File: config.mk
export PLATFORM = sky130hd
export DESIGN_NAME = txe_irq_gen
export DESIGN_NICKNAME = d
export VERILOG_FILES = /design/src/rtl/txe_pkg.sv /design/src/rtl/txe_edge_track.sv /design/src/rtl/txe_holdoff.sv /design/src/rtl/txe_irq_gen.sv
export SDC_FILE = /design/constraint.sdc
export NUM_CORES = 1
export LEC_CHECK = 0
export BUFFER_PORTS_ARGS = -buffer_cell sky130_fd_sc_hd__clkbuf_2
export CAP_MARGIN = 30
export CORE_ASPECT_RATIO = 1.4
export CORE_MARGIN = 2
export CORE_UTILIZATION = 31
export CTS_CLUSTER_DIAMETER = 100
export CTS_CLUSTER_SIZE = 24
export DETAILED_ROUTE_END_ITERATION = 8
export MAX_ROUTING_LAYER = met4
export SYNTH_ARGS = -nofsm -noshare
export SYNTH_HDL_FRONTEND = slang
export SYNTH_SLANG_ARGS = --single-unit
File: constraint.sdc
create_clock -name clk_i -period 2.4 [get_ports clk_i]
set_input_delay 0.12 -clock clk_i [delete_from_list [all_inputs] [get_ports clk_i]]
set_output_delay 0.12 -clock clk_i [all_outputs]
set_load 0.02 [all_outputs]
File: src/rtl/txe_pkg.sv
package txe_pkg;
  typedef logic [3:0] iir_code_t;
  localparam iir_code_t CODE_NONE = 4'h0;
  localparam iir_code_t CODE_TXE  = 4'h2;
endpackage

File: src/rtl/txe_edge_track.sv
module txe_edge_track #(
  parameter int LVL_W = 5
) (
  input  logic             clk_i,
  input  logic             rst_ni,
  input  logic             fifo_en_i,
  input  logic             fifo_en_rise_i,
  input  logic [LVL_W-1:0] level_i,
  output logic             trig_o,
  output logic             imm_o
);
  localparam logic [LVL_W-1:0] MULTI_LVL = LVL_W'(2);

  logic empty_now, empty_q, multi_q, first_q;

  assign empty_now = (level_i == '0);
  // empty event: fresh zero occupancy, or FIFO switched on while already empty
  assign trig_o = fifo_en_i & empty_now & (~empty_q | fifo_en_rise_i);
  assign imm_o  = first_q | fifo_en_rise_i | multi_q;

  always_ff @(posedge clk_i or negedge rst_ni) begin
    if (!rst_ni) begin
      empty_q <= 1'b0;
      multi_q <= 1'b0;
      first_q <= 1'b0;
    end else begin
      empty_q <= empty_now;
      if (!fifo_en_i || trig_o) multi_q <= 1'b0;
      else if (level_i >= MULTI_LVL) multi_q <= 1'b1;
      if (trig_o) first_q <= 1'b0;
      else if (fifo_en_rise_i) first_q <= 1'b1;
    end
  end
endmodule

File: src/rtl/txe_holdoff.sv
module txe_holdoff #(
  parameter int CNT_W = 12
) (
  input  logic             clk_i,
  input  logic             rst_ni,
  input  logic             cancel_i,
  input  logic             load_i,
  input  logic [CNT_W-1:0] load_val_i,
  input  logic             tick_i,
  output logic             done_o,
  output logic             act_o,
  output logic [CNT_W-1:0] cnt_o
);
  logic             act_q;
  logic [CNT_W-1:0] cnt_q;

  assign done_o = act_q & tick_i & (cnt_q == CNT_W'(1));
  assign act_o  = act_q;
  assign cnt_o  = cnt_q;

  always_ff @(posedge clk_i or negedge rst_ni) begin
    if (!rst_ni) begin
      act_q <= 1'b0;
      cnt_q <= '0;
    end else if (cancel_i) begin
      act_q <= 1'b0;
      cnt_q <= '0;
    end else if (load_i) begin
      act_q <= 1'b1;
      cnt_q <= load_val_i;
    end else if (act_q && tick_i) begin
      if (done_o) act_q <= 1'b0;
      cnt_q <= cnt_q - CNT_W'(1);
    end
  end
endmodule

File: src/rtl/txe_irq_gen.sv
module txe_irq_gen
  import txe_pkg::*;
#(
  parameter int LVL_W = 5,
  parameter int CNT_W = 12
) (
  input  logic             clk_i,
  input  logic             rst_ni,
  input  logic             fifo_en_i,
  input  logic             fifo_en_rise_i,
  input  logic             tx_ie_i,
  input  logic [LVL_W-1:0] tx_level_i,
  input  logic             thr_wr_i,
  input  logic             iir_rd_i,
  input  logic             iir_src_tx_i,
  input  logic             baud_tick_i,
  input  logic [CNT_W-1:0] char_ticks_i,
  input  logic [CNT_W-1:0] stop_ticks_i,
  output logic             tx_irq_o,
  output logic [3:0]       tx_code_o
);
  logic             trig, imm, imm_all, clr, set;
  logic             hold_done, hold_act;
  logic [CNT_W-1:0] hold_len, hold_cnt;
  logic             pending_q;

  assign hold_len = (char_ticks_i > stop_ticks_i) ? (char_ticks_i - stop_ticks_i) : '0;
  assign imm_all  = imm | (hold_len == '0);
  assign clr      = thr_wr_i | (iir_rd_i & iir_src_tx_i) | ~fifo_en_i;
  assign set      = (trig & imm_all) | hold_done;

  txe_edge_track #(.LVL_W(LVL_W)) u_track (
    .clk_i          (clk_i),
    .rst_ni         (rst_ni),
    .fifo_en_i      (fifo_en_i),
    .fifo_en_rise_i (fifo_en_rise_i),
    .level_i        (tx_level_i),
    .trig_o         (trig),
    .imm_o          (imm)
  );

  txe_holdoff #(.CNT_W(CNT_W)) u_hold (
    .clk_i      (clk_i),
    .rst_ni     (rst_ni),
    .cancel_i   (thr_wr_i | ~fifo_en_i),
    .load_i     (trig & ~imm_all),
    .load_val_i (hold_len),
    .tick_i     (baud_tick_i),
    .done_o     (hold_done),
    .act_o      (hold_act),
    .cnt_o      (hold_cnt)
  );

  // clear has priority over set
  always_ff @(posedge clk_i or negedge rst_ni) begin
    if (!rst_ni)    pending_q <= 1'b0;
    else if (clr)   pending_q <= 1'b0;
    else if (set)   pending_q <= 1'b1;
  end

  assign tx_irq_o  = pending_q & fifo_en_i & tx_ie_i;
  assign tx_code_o = tx_irq_o ? CODE_TXE : CODE_NONE;
endmodule

==> summary.txt, run 1 <==
GRT
  • Initial antenna violation count: 0
  • Pin count of the biggest net entering global routing: 18
  • All-layer global routing usage: 0.1490
  • Grt ovf: 0
  • First-pass GRT wire length: 7.852 mm
  • Vias in the first global route: 1897

Clocking
  • Clock-pin slew on the worst setup and hold paths: 0.07 ns
  • Root Driver: clkbuf_8
  • Num CTS Buffers: 3
  • CTS H-Tree Depth: 1
  • Clock Path Buffers: 2
  • CTS tree: built
  • Later-pin clock latency in the skew report: 0.25 ns
  • Clock sinks: 17

Routing
  • Vias: 1798
  • Routed WL: 4.538 mm
  • Via density: 4.926
  • Final ANT Viol Nets: 0
  • First-pass iteration count of the detailed router: 4
  • Average wire per standard cell: 12.43 um
  • Number of remaining DRC errors: 0
  • DR iter-0 viols: 52

STA
  • Final Hold Viols: 0
  • Setup TNS: 0 ns
  • Clock skew: 0.006015 ns
  • Fin crit share: 0.9396
  • Final setup fails: 0
  • RSZ-0062 raised after global routing: no
  • Minimum clock period: 2.255 ns
  • Max-slew violations: 0
  • Slew HR: 0.6134
  • Worst-Margin Slew: 0.5746 ns
  • Fmax: 443.4 MHz

Cells and area
  • Antenna cells: 0
  • Layout cells sized above 1: 0.3593
  • Commonest cells after routing, fill and taps aside: clkbuf_2, buf_4, nand2_1, nor2_1, inv_1
  • Cell Count, Final, Fillers Out: 365
  • Multi-input gate area: 0.001381 mm^2
  • Net count, final: 349
  • Design area: 0.002456 mm^2
  • Commonest non-fill, non-tap cell in the layout: clkbuf_2
  • Filler instances: 602
  • Sequential cell area: 425.4 um^2
  • Layout area overhead: 32.46%

Placement
  • Number of port buffers: 39
  • Final GP Congestion: 0.8449
  • Placed cell area: 0.002322 mm^2
  • DP Wirelength: 3.885 mm
  • DP Cell Count: 357

Synthesis
  • Synth Register Bits: 17
  • Post-Syn Area per Cell: 8.241 um^2
  • Mapped Cells: 225
  • Synth unique cells: 54
  • Area of the mapped netlist: 0.001854 mm^2
  • Seq/Total Area, Yosys: 0.2294
  • FFs w/ async S/R, synth: 1.000
  • Main flop type after synthesis: dfrtp_1
  • Number of flops mapped to enable cells by yosys: 0
  • Yosys warning count: 0

Power and ir drop
  • VDD IR max: 144.0 uV
  • Comb power frac: 0.417
  • Switching Power: 0.0002771 W
  • Clk pwr share: 0.248
  • Switching share of power: 0.3211
  • Pwr/cell area: 351.4 mW/mm^2
  • Leakage: 1.279 nW
  • Seq pwr share: 0.335
  • Internal power: 0.0005859 W

Die
  • Die Span Y: 95.51 um
  • Core area: 0.005822 mm^2
  • Io pins: 43
  • Initial Utilization: 0.3185
  • Die footprint: 0.006625 mm^2
  • Chip width: 69.37 um
  • Num rows: 33

Worst setup path
  • Crit path DAT: 2.40 ns
  • Crit path kind: input port to register
  • CP Launch Type: input port
  • Critical Path Sink Type: register
  • CP required: 2.54 ns
  • Critical path fanouts, max: 6

Hold path
  • HP Class: input port to register

Job
  • # Max-Cap Violations: 0

Status
  • Outcome: finished, final reports clean
[through the flow]
step           power (W)  hold slack, ns  setup slack, ns    util
3_3_place_gp   0.0006315         0.06742         -0.05764  0.3989
4_1_cts        0.0008468         0.02179          0.04801  0.4083
3_5_place_dp   0.0006333         0.07594          -0.2229  0.3989
6_report       0.0008630         0.01902           0.1449  0.4219
2_1_floorplan  0.0004997         -0.1756         0.004744       -
5_1_grt        0.0009219         0.02358         0.001591  0.4219
[flip-flops by register name, summed over array words and instances (netlist names)]
name and count:
u_hold.cnt_o 12, pending_q 1, u_hold.act_o 1, u_track.empty_q 1, u_track.first_q 1, u_track.multi_q 1
[metal layers]
layer	vias up	track usage	routed length (um)
met3	7	0.01163	64
met2	21	0.3141	2723
met5	-	-	0
met4	0	0.05719	79
met1	845	0.1360	1670
li1	925	-	-
[cell usage after synthesis (4+ instances only)]
master   number  area share
nand2_1      25       0.051
nor2_1       21       0.043
inv_1        19       0.038
dfrtp_1      17        0.23
ha_1         14       0.094
a21oi_1      11       0.030
mux2i_1       9       0.049
nor3_1        9       0.024
xor2_1        9       0.043
or3_1         7       0.024
nand3_1       6       0.016
xnor2_1       6       0.028
buf_4         4       0.016
o21a_1        4       0.016
o21ai_0       4       0.011
[what timing repair did]
item / CTS / global route
hold buffers: 1 / 0
endpoints found under the setup margin: 0 / 11
resized for setup: 0 / 9
hold endpoints to repair: 17 / 0
setup buffers: 0 / 3
[logic make-up (layout without fill, tap and decap cells)]
family | count (synthesis) | in the layout | share of synthesized area
AO/OA/AOI/OAI | 42 | 42 | 0.1700
multiplexers | 13 | 13 | 0.07490
other | 1 | 3 | 0.002022
AND/OR/NAND/NOR | 96 | 96 | 0.2773
flip-flops | 17 | 17 | 0.2294
adder cells (fa/ha/maj) | 15 | 15 | 0.1053
buffers and inverters | 26 | 94 | 0.07017
XOR/XNOR | 15 | 15 | 0.07085
[critical path, cell delays in order]
cell and delay [ns]:
clkbuf_2 0.07, inv_1 0.03, ha_2 0.17, fa_2 0.35, nand2b_4 0.16, a31oi_2 0.18, xor2_1 0.10, nor3_1 0.20
nand4_1 0.12, nor4_2 0.29, nand4b_4 0.25, mux2_2 0.35
[worst paths after layout]
| kind | slack, ns | to | cells after the start | from |
|---|---|---|---|---|
| min in group asynchronous | 0.34 | u_track.empty_q$_DFF_PN0_ | 2 | rst_ni |
| setup / recovery | 0.14 | u_hold.cnt_o[6]$_DFFE_PN0P_ | 12 | char_ticks_i[0] |
| hold / removal | 0.02 | u_track.empty_q$_DFF_PN0_ | 2 | tx_level_i[0] |
| max in group asynchronous | 1.75 | u_hold.cnt_o[11]$_DFFE_PN0P_ | 2 | rst_ni |
| hold reg to reg | 0.56 | u_track.multi_q$_DFFE_PN0P_ | 2 | u_track.multi_q$_DFFE_PN0P_ |
| setup reg to reg | 0.29 | pending_q$_DFFE_PN0P_ | 6 | u_hold.cnt_o[6]$_DFFE_PN0P_ |
[area by class of cell]
type | instances | share of cell area
Timing Repair Buffer | 71 | 0.1814
Clock buffer | 4 | 0.01834
Multi-Input combinational cell | 184 | 0.5624
Tap cell | 70 | 0.03566
Sequential cell | 17 | 0.1732
Inverter | 19 | 0.02904
[power groups by stage]
stage | sequential, W | combinational, W | clock [W]
finish | 0.000289 | 0.000360 | 0.000214
global route | 0.000289 | 0.000401 | 0.000232
CTS | 0.000289 | 0.000342 | 0.000216
detailed placement | 0.000294 | 0.000339 | 0
global placement | 0.000294 | 0.000337 | 0
floorplan | 0.000294 | 0.000206 | 0
Note: power is estimated with default switching activity, not from simulation.
==> run 2: changes to the inputs <==
--- a/config.mk
+++ b/config.mk
@@ -14,6 +14,7 @@
 export CTS_CLUSTER_SIZE = 24
 export DETAILED_ROUTE_END_ITERATION = 8
 export MAX_ROUTING_LAYER = met4
+export RECOVER_POWER = 25
 export SYNTH_ARGS = -nofsm -noshare
 export SYNTH_HDL_FRONTEND = slang
 export SYNTH_SLANG_ARGS = --single-unit
==> summary.txt, run 2 (synthesis results as in run 1) <==
Status
  • Outcome: finished, final reports clean (unchanged)

Die
  • Core area: 0.005822 mm^2 (unchanged)
  • Num rows: 33 (unchanged)
  • Io pins: 43 (unchanged)
  • Initial Utilization: 0.3185 (unchanged)
  • Die Span Y: 95.51 um (unchanged)
  • Die footprint: 0.006625 mm^2 (unchanged)
  • Chip width: 69.37 um (unchanged)

Worst setup path
  • Crit path kind: input port to register (unchanged)
  • Critical Path Sink Type: register (unchanged)
  • Crit path DAT: 2.40 ns (about the same)
  • CP Launch Type: input port (unchanged)
  • Critical path fanouts, max: 6 (unchanged)
  • Crit-path cells: clkbuf_2 -> inv_1 -> ha_2 -> fa_2 -> nand2b_4 -> a31oi_2 -> xor2_1 -> nor3_1 -> nand4_1 -> nor4_2 -> nand4b_4 -> mux2_2 (unchanged)
  • CP max stage delay: 0.35 ns (about the same)
  • Slowest cell on the critical path: fa_2 (unchanged)
  • CP required: 2.54 ns (about the same)
  • R2R Setup Slk: 0.29 ns (about the same)

GRT
  • Vias in the first global route: 1897 (unchanged)
  • Initial antenna violation count: 0 (unchanged)
  • First-pass GRT wire length: 7.852 mm (unchanged)
  • All-layer global routing usage: 0.1490 (unchanged)
  • Pin count of the biggest net entering global routing: 18 (unchanged)
  • Grt ovf: 0 (unchanged)

STA
  • Clock skew: 0.006969 ns (was 0.006015 ns)
  • Fin crit share: 0.9404 (was 0.9396)
  • Minimum clock period: 2.257 ns (was 2.255 ns)
  • Final setup fails: 0 (unchanged)
  • RSZ-0062 raised after global routing: no (unchanged)
  • Final Hold Viols: 0 (unchanged)
  • Final worst slack: 0.1431 ns (was 0.1449 ns)
  • Fmax: 443.1 MHz (was 443.4 MHz)
  • Worst-Margin Slew: 0.9344 ns (was 0.5746 ns)
  • Slew HR: 0.3771 (was 0.6134)
  • Max-slew violations: 0 (unchanged)
  • Min Hold Slack: 0.01806 ns (was 0.01902 ns)

Cells and area
  • Filler instances: 603 (was 602)
  • Cell Count, Final, Fillers Out: 365 (unchanged)
  • Layout cells sized above 1: 0.3559 (was 0.3593)
  • Commonest non-fill, non-tap cell in the layout: clkbuf_2 (unchanged)
  • Fin util: 0.4217 (was 0.4219)
  • Net count, final: 349 (unchanged)
  • Largest register FFs: 12 (unchanged)
  • Commonest cells after routing, fill and taps aside: clkbuf_2, buf_4, nand2_1, nor2_1, inv_1 (unchanged)
  • Layout area overhead: 32.39% (was 32.46%)
  • Antenna cells: 0 (unchanged)

Power and ir drop
  • Leakage: 1.276 nW (was 1.279 nW)
  • Pwr/cell area: 351.8 mW/mm^2 (was 351.4 mW/mm^2)
  • VDD IR max: 144.0 uV (about the same)
  • Total power: 0.0008635 W (was 0.0008630 W)

Clocking
  • CTS H-Tree Depth: 1 (unchanged)
  • Clock sinks: 17 (unchanged)
  • Num CTS Buffers: 3 (unchanged)
  • Later-pin clock latency in the skew report: 0.25 ns (about the same)
  • Root Driver: clkbuf_8 (unchanged)
  • Clock Path Buffers: 2 (unchanged)
  • Clock-pin slew on the worst setup and hold paths: 0.07 ns (about the same)
  • CTS tree: built (unchanged)

Job
  • # Max-Cap Violations: 0 (unchanged)

Routing
  • Via density: 4.923 (was 4.926)
  • DR iter-0 viols: 52 (unchanged)
  • Final ANT Viol Nets: 0 (unchanged)
  • Routed WL: 4.538 mm (unchanged)
  • Vias: 1797 (was 1798)
  • Number of remaining DRC errors: 0 (unchanged)
  • Average wire per standard cell: 12.43 um (unchanged)
  • First-pass iteration count of the detailed router: 4 (unchanged)

Placement
  • Setup WS pre-CTS: -0.2229 ns (unchanged)
  • DP Cell Count: 357 (unchanged)
  • Number of port buffers: 39 (unchanged)
  • Final GP Congestion: 0.8449 (unchanged)
  • DP Wirelength: 3.885 mm (unchanged)

Hold path
  • HP Class: input port to register (unchanged)
## run 2: cell types whose count changed in the layout (fill, tap and decap cells not counted)
cell,before,now
clkbuf_1,1,2
clkbuf_2,39,38
## run 2: metal layers
| metal | up-vias | GRT usage | part of all wire |
|---|---|---|---|
| met5 | - | - | 0 |
| met4 | 0 | 0.05719 | 0.017 |
| met3 | 7 | 0.01163 | 0.014 |
| met2 | 19 | 0.3141 | 0.60 |
| met1 | 846 | 0.1360 | 0.37 |
| li1 | 925 | - | - |
## run 2: critical path: cells and delay by family
| family | cells | cell delay, ns |
|---|---|---|
| AND/OR/NAND/NOR | 5 | 1.02 |
| multiplexers | 1 | 0.35 |
| buffers and inverters | 2 | 0.10 |
| XOR/XNOR | 1 | 0.10 |
| adder cells (fa/ha/maj) | 2 | 0.52 |
| AO/OA/AOI/OAI | 1 | 0.18 |
## run 2: worst paths after layout
kind | startpoint | to | cells past startpoint
setup / recovery | char_ticks_i[0] | u_hold.cnt_o[6]$_DFFE_PN0P_ | 12
hold / removal | tx_level_i[0] | u_track.empty_q$_DFF_PN0_ | 2
min in group asynchronous | rst_ni | u_track.empty_q$_DFF_PN0_ | 2
hold reg to reg | u_track.multi_q$_DFFE_PN0P_ | u_track.multi_q$_DFFE_PN0P_ | 2
max in group asynchronous | rst_ni | u_hold.cnt_o[11]$_DFFE_PN0P_ | 2
setup reg to reg | u_hold.cnt_o[6]$_DFFE_PN0P_ | pending_q$_DFFE_PN0P_ | 6
## run 2: timing repair
action	in CTS	in global routing
gates resized for setup	0	9
endpoints found under the setup margin	0	11
endpoints found under the hold margin	17	0
setup buffers	0	3
hold buffers	1	0
## run 2: final cells by class
cell class | count | area [um^2] | share of cell area
Tap cell | 70 | 87.58 | 0.03568
Timing Repair Buffer | 71 | 444.2 | 0.1809
Inverter | 19 | 71.32 | 0.02905
Sequential cell | 17 | 425.4 | 0.1733
Clock buffer | 4 | 45.04 | 0.01835
Multi-Input combinational cell | 184 | 1381 | 0.5627
## run 2: through the flow
step                      cell area (um^2)  TNS (ns)
final                                 2455         0
after global routing                  2455         0
after CTS                             2377         0
after detailed placement              2322    -2.437
after global placement                2322   -0.5541
after floorplan                       1888         0
## run 2: power by group
part	switching, W	internal, W
Clock	0.0000970	0.000118
Sequential	0.000000806	0.000288
Combinational	0.000180	0.000180
Total	0.000278	0.000586
==> run 3: changes to the inputs <==
--- a/config.mk
+++ b/config.mk
@@ -15,6 +15,7 @@
 export DETAILED_ROUTE_END_ITERATION = 8
 export MAX_ROUTING_LAYER = met4
 export RECOVER_POWER = 25
+export REMOVE_ABC_BUFFERS = 1
 export SYNTH_ARGS = -nofsm -noshare
 export SYNTH_HDL_FRONTEND = slang
 export SYNTH_SLANG_ARGS = --single-unit
==> summary.txt, run 3 (synthesis results as in run 1) <==
Status
  • Outcome: finished, final reports clean (unchanged)

Die
  • Core area: 0.005822 mm^2 (unchanged)
  • Chip width: 69.37 um (unchanged)
  • Initial Utilization: 0.3185 (unchanged)
  • Die Span Y: 95.51 um (unchanged)
  • Io pins: 43 (unchanged)
  • Num rows: 33 (unchanged)
  • Die footprint: 0.006625 mm^2 (unchanged)

Cells and area
  • Cell Count, Final, Fillers Out: 368 (was 365)
  • Layout area overhead: 31.51% (was 32.39%)
  • Net count, final: 352 (was 349)
  • Filler instances: 618 (was 603)
  • Largest register FFs: 12 (unchanged)
  • Commonest non-fill, non-tap cell in the layout: clkbuf_2 (unchanged)
  • Layout cells sized above 1: 0.3490 (was 0.3559)
  • Antenna cells: 0 (unchanged)
  • Fin util: 0.4189 (was 0.4217)
  • Commonest cells after routing, fill and taps aside: clkbuf_2, buf_4, nand2_1, nor2_1, inv_1 (unchanged)

GRT
  • Vias in the first global route: 1748 (was 1897)
  • All-layer global routing usage: 0.1400 (was 0.1490)
  • Initial antenna violation count: 0 (unchanged)
  • First-pass GRT wire length: 7.369 mm (was 7.852 mm)
  • Grt ovf: 0 (unchanged)
  • Pin count of the biggest net entering global routing: 18 (unchanged)

Worst setup path
  • Crit path DAT: 2.43 ns (was 2.40 ns)
  • R2R Setup Slk: 0.33 ns (was 0.29 ns)
  • WP buf/inv: 2 (unchanged)
  • CP max stage delay: 0.34 ns (was 0.35 ns)
  • Crit path kind: input port to register (unchanged)
  • Critical path fanouts, max: 6 (unchanged)
  • Worst r2r dst: pending_q$_DFFE_PN0P_ (unchanged)
  • R2r worst-path depth: 6 (unchanged)
  • Origin of the critical flop-to-flop path: u_hold.cnt_o[7]$_DFFE_PN0P_ (was u_hold.cnt_o[6]$_DFFE_PN0P_)
  • Delay-heaviest family, CP: simple AND/OR/NAND/NOR gates (unchanged)
  • CP required: 2.53 ns (was 2.54 ns)
  • Crit-path cells: clkbuf_2 -> inv_1 -> ha_2 -> fa_2 -> nand2b_4 -> a21o_2 -> a21oi_2 -> nand4b_1 -> nand4_1 -> nor4_2 -> nand4b_4 -> mux2_2 (was clkbuf_2 -> inv_1 -> ha_2 -> fa_2 -> nand2b_4 -> a31oi_2 -> xor2_1 -> nor3_1 -> nand4_1 -> nor4_2 -> nand4b_4 -> mux2_2)
  • CP Launch Type: input port (unchanged)
  • Slowest cell on the critical path: fa_2 (unchanged)
  • Critical Path Sink Type: register (unchanged)

STA
  • Worst-Margin Slew: 0.8902 ns (was 0.9344 ns)
  • Fin crit share: 0.9546 (was 0.9404)
  • Clock skew: 0.009340 ns (was 0.006969 ns)
  • Final setup fails: 0 (unchanged)
  • Final Hold Viols: 0 (unchanged)
  • Max-slew violations: 0 (unchanged)
  • Final worst slack: 0.1091 ns (was 0.1431 ns)
  • Fmax: 436.5 MHz (was 443.1 MHz)
  • Minimum clock period: 2.291 ns (was 2.257 ns)
  • Min Hold Slack: 0.02575 ns (was 0.01806 ns)
  • Slew HR: 0.4066 (was 0.3771)

Routing
  • Average wire per standard cell: 11.81 um (was 12.43 um)
  • Routed WL: 4.346 mm (was 4.538 mm)
  • First-pass iteration count of the detailed router: 4 (unchanged)
  • Number of remaining DRC errors: 0 (unchanged)
  • DR iter-0 viols: 34 (was 52)
  • Vias: 1796 (was 1797)
  • Via density: 4.880 (was 4.923)
  • Final ANT Viol Nets: 0 (unchanged)

Power and ir drop
  • Total power: 0.0008580 W (was 0.0008635 W)
  • VDD IR max: 145.2 uV (was 144.0 uV)
  • Leakage: 1.287 nW (was 1.276 nW)
  • Pwr/cell area: 351.9 mW/mm^2 (was 351.8 mW/mm^2)

Clocking
  • Clock Path Buffers: 2 (unchanged)
  • Num CTS Buffers: 3 (unchanged)
  • Clock sinks: 17 (unchanged)
  • Root Driver: clkbuf_8 (unchanged)
  • CTS tree: built (unchanged)
  • CTS H-Tree Depth: 1 (unchanged)
  • Later-pin clock latency in the skew report: 0.26 ns (was 0.25 ns)
  • Clock-pin slew on the worst setup and hold paths: 0.07 ns (about the same)

Placement
  • DP Wirelength: 3.851 mm (was 3.885 mm)
  • Final GP Congestion: 0.8145 (was 0.8449)
  • DP Cell Count: 361 (was 357)
  • Number of port buffers: 39 (unchanged)
  • Setup WS pre-CTS: -0.2352 ns (was -0.2229 ns)

Hold path
  • Hold Crit Start: tx_level_i[0] (unchanged)
  • Hold path depth: 2 (unchanged)
  • HP Class: input port to register (unchanged)
  • Worst Hold End: u_track.empty_q$_DFF_PN0_ (unchanged)

Job
  • # Max-Cap Violations: 0 (unchanged)
## run 3: metrics by stage
step / area (um^2) / setup TNS, ns
finish: 2439 / 0
global route: 2439 / -0.005377
CTS: 2382 / 0
detailed placement: 2326 / -2.490
global placement: 2326 / -1.497
floorplan: 1803 / -0.3717
## run 3: final cells by class
cell class,count,area [um^2],share of cell area
multi-input combinational,184,1345,0.5516
timing repair buffer,74,462.9,0.1898
sequential,17,425.4,0.1744
tap,70,87.58,0.03592
inverter,19,71.32,0.02925
clock buffer,3,41.29,0.01693
clock inverter,1,5.005,0.002052
## run 3: timing repair
action	4_1_cts	5_1_grt
hold buffers	1	0
setup endpoints to repair	0	13
resized for setup	0	9
buffers inserted	0	2
hold endpoints to repair	17	0
## run 3: report_power, final
part           total [W]  internal [W]  switching, W
registers       0.000289      0.000288   0.000000777
logic           0.000359      0.000182      0.000176
clock network   0.000210      0.000115     0.0000953
total           0.000858      0.000586      0.000272
## run 3: worst register-to-register path, delay by kind of cell, from the launching register on
family,cells,cell delay [ns]
and+or+nand+nor,4,1.19
DFF,1,0.40
AOI/OAI and AO/OA,2,0.44
## run 3: worst max path at each step
stage	from	end	slack [ns]	cells after the start
floorplan	char_ticks_i[0]	u_hold.cnt_o[10]$_DFFE_PN0P_	-0.10	11
global placement	char_ticks_i[0]	u_hold.cnt_o[10]$_DFFE_PN0P_	-0.15	12
detailed placement	char_ticks_i[0]	u_hold.cnt_o[7]$_DFFE_PN0P_	-0.24	13
CTS	char_ticks_i[0]	u_hold.cnt_o[7]$_DFFE_PN0P_	0.02	13
global route	char_ticks_i[0]	u_hold.cnt_o[10]$_DFFE_PN0P_	-0.005	12
finish	char_ticks_i[0]	u_hold.cnt_o[10]$_DFFE_PN0P_	0.11	12
## run 3: per-layer routing
layer | track usage | wire length, um
met1 | 0.1347 | 1652
met2 | 0.2869 | 2530
met3 | 0.008457 | 70
met4 | 0.05719 | 91
met5 | - | 0
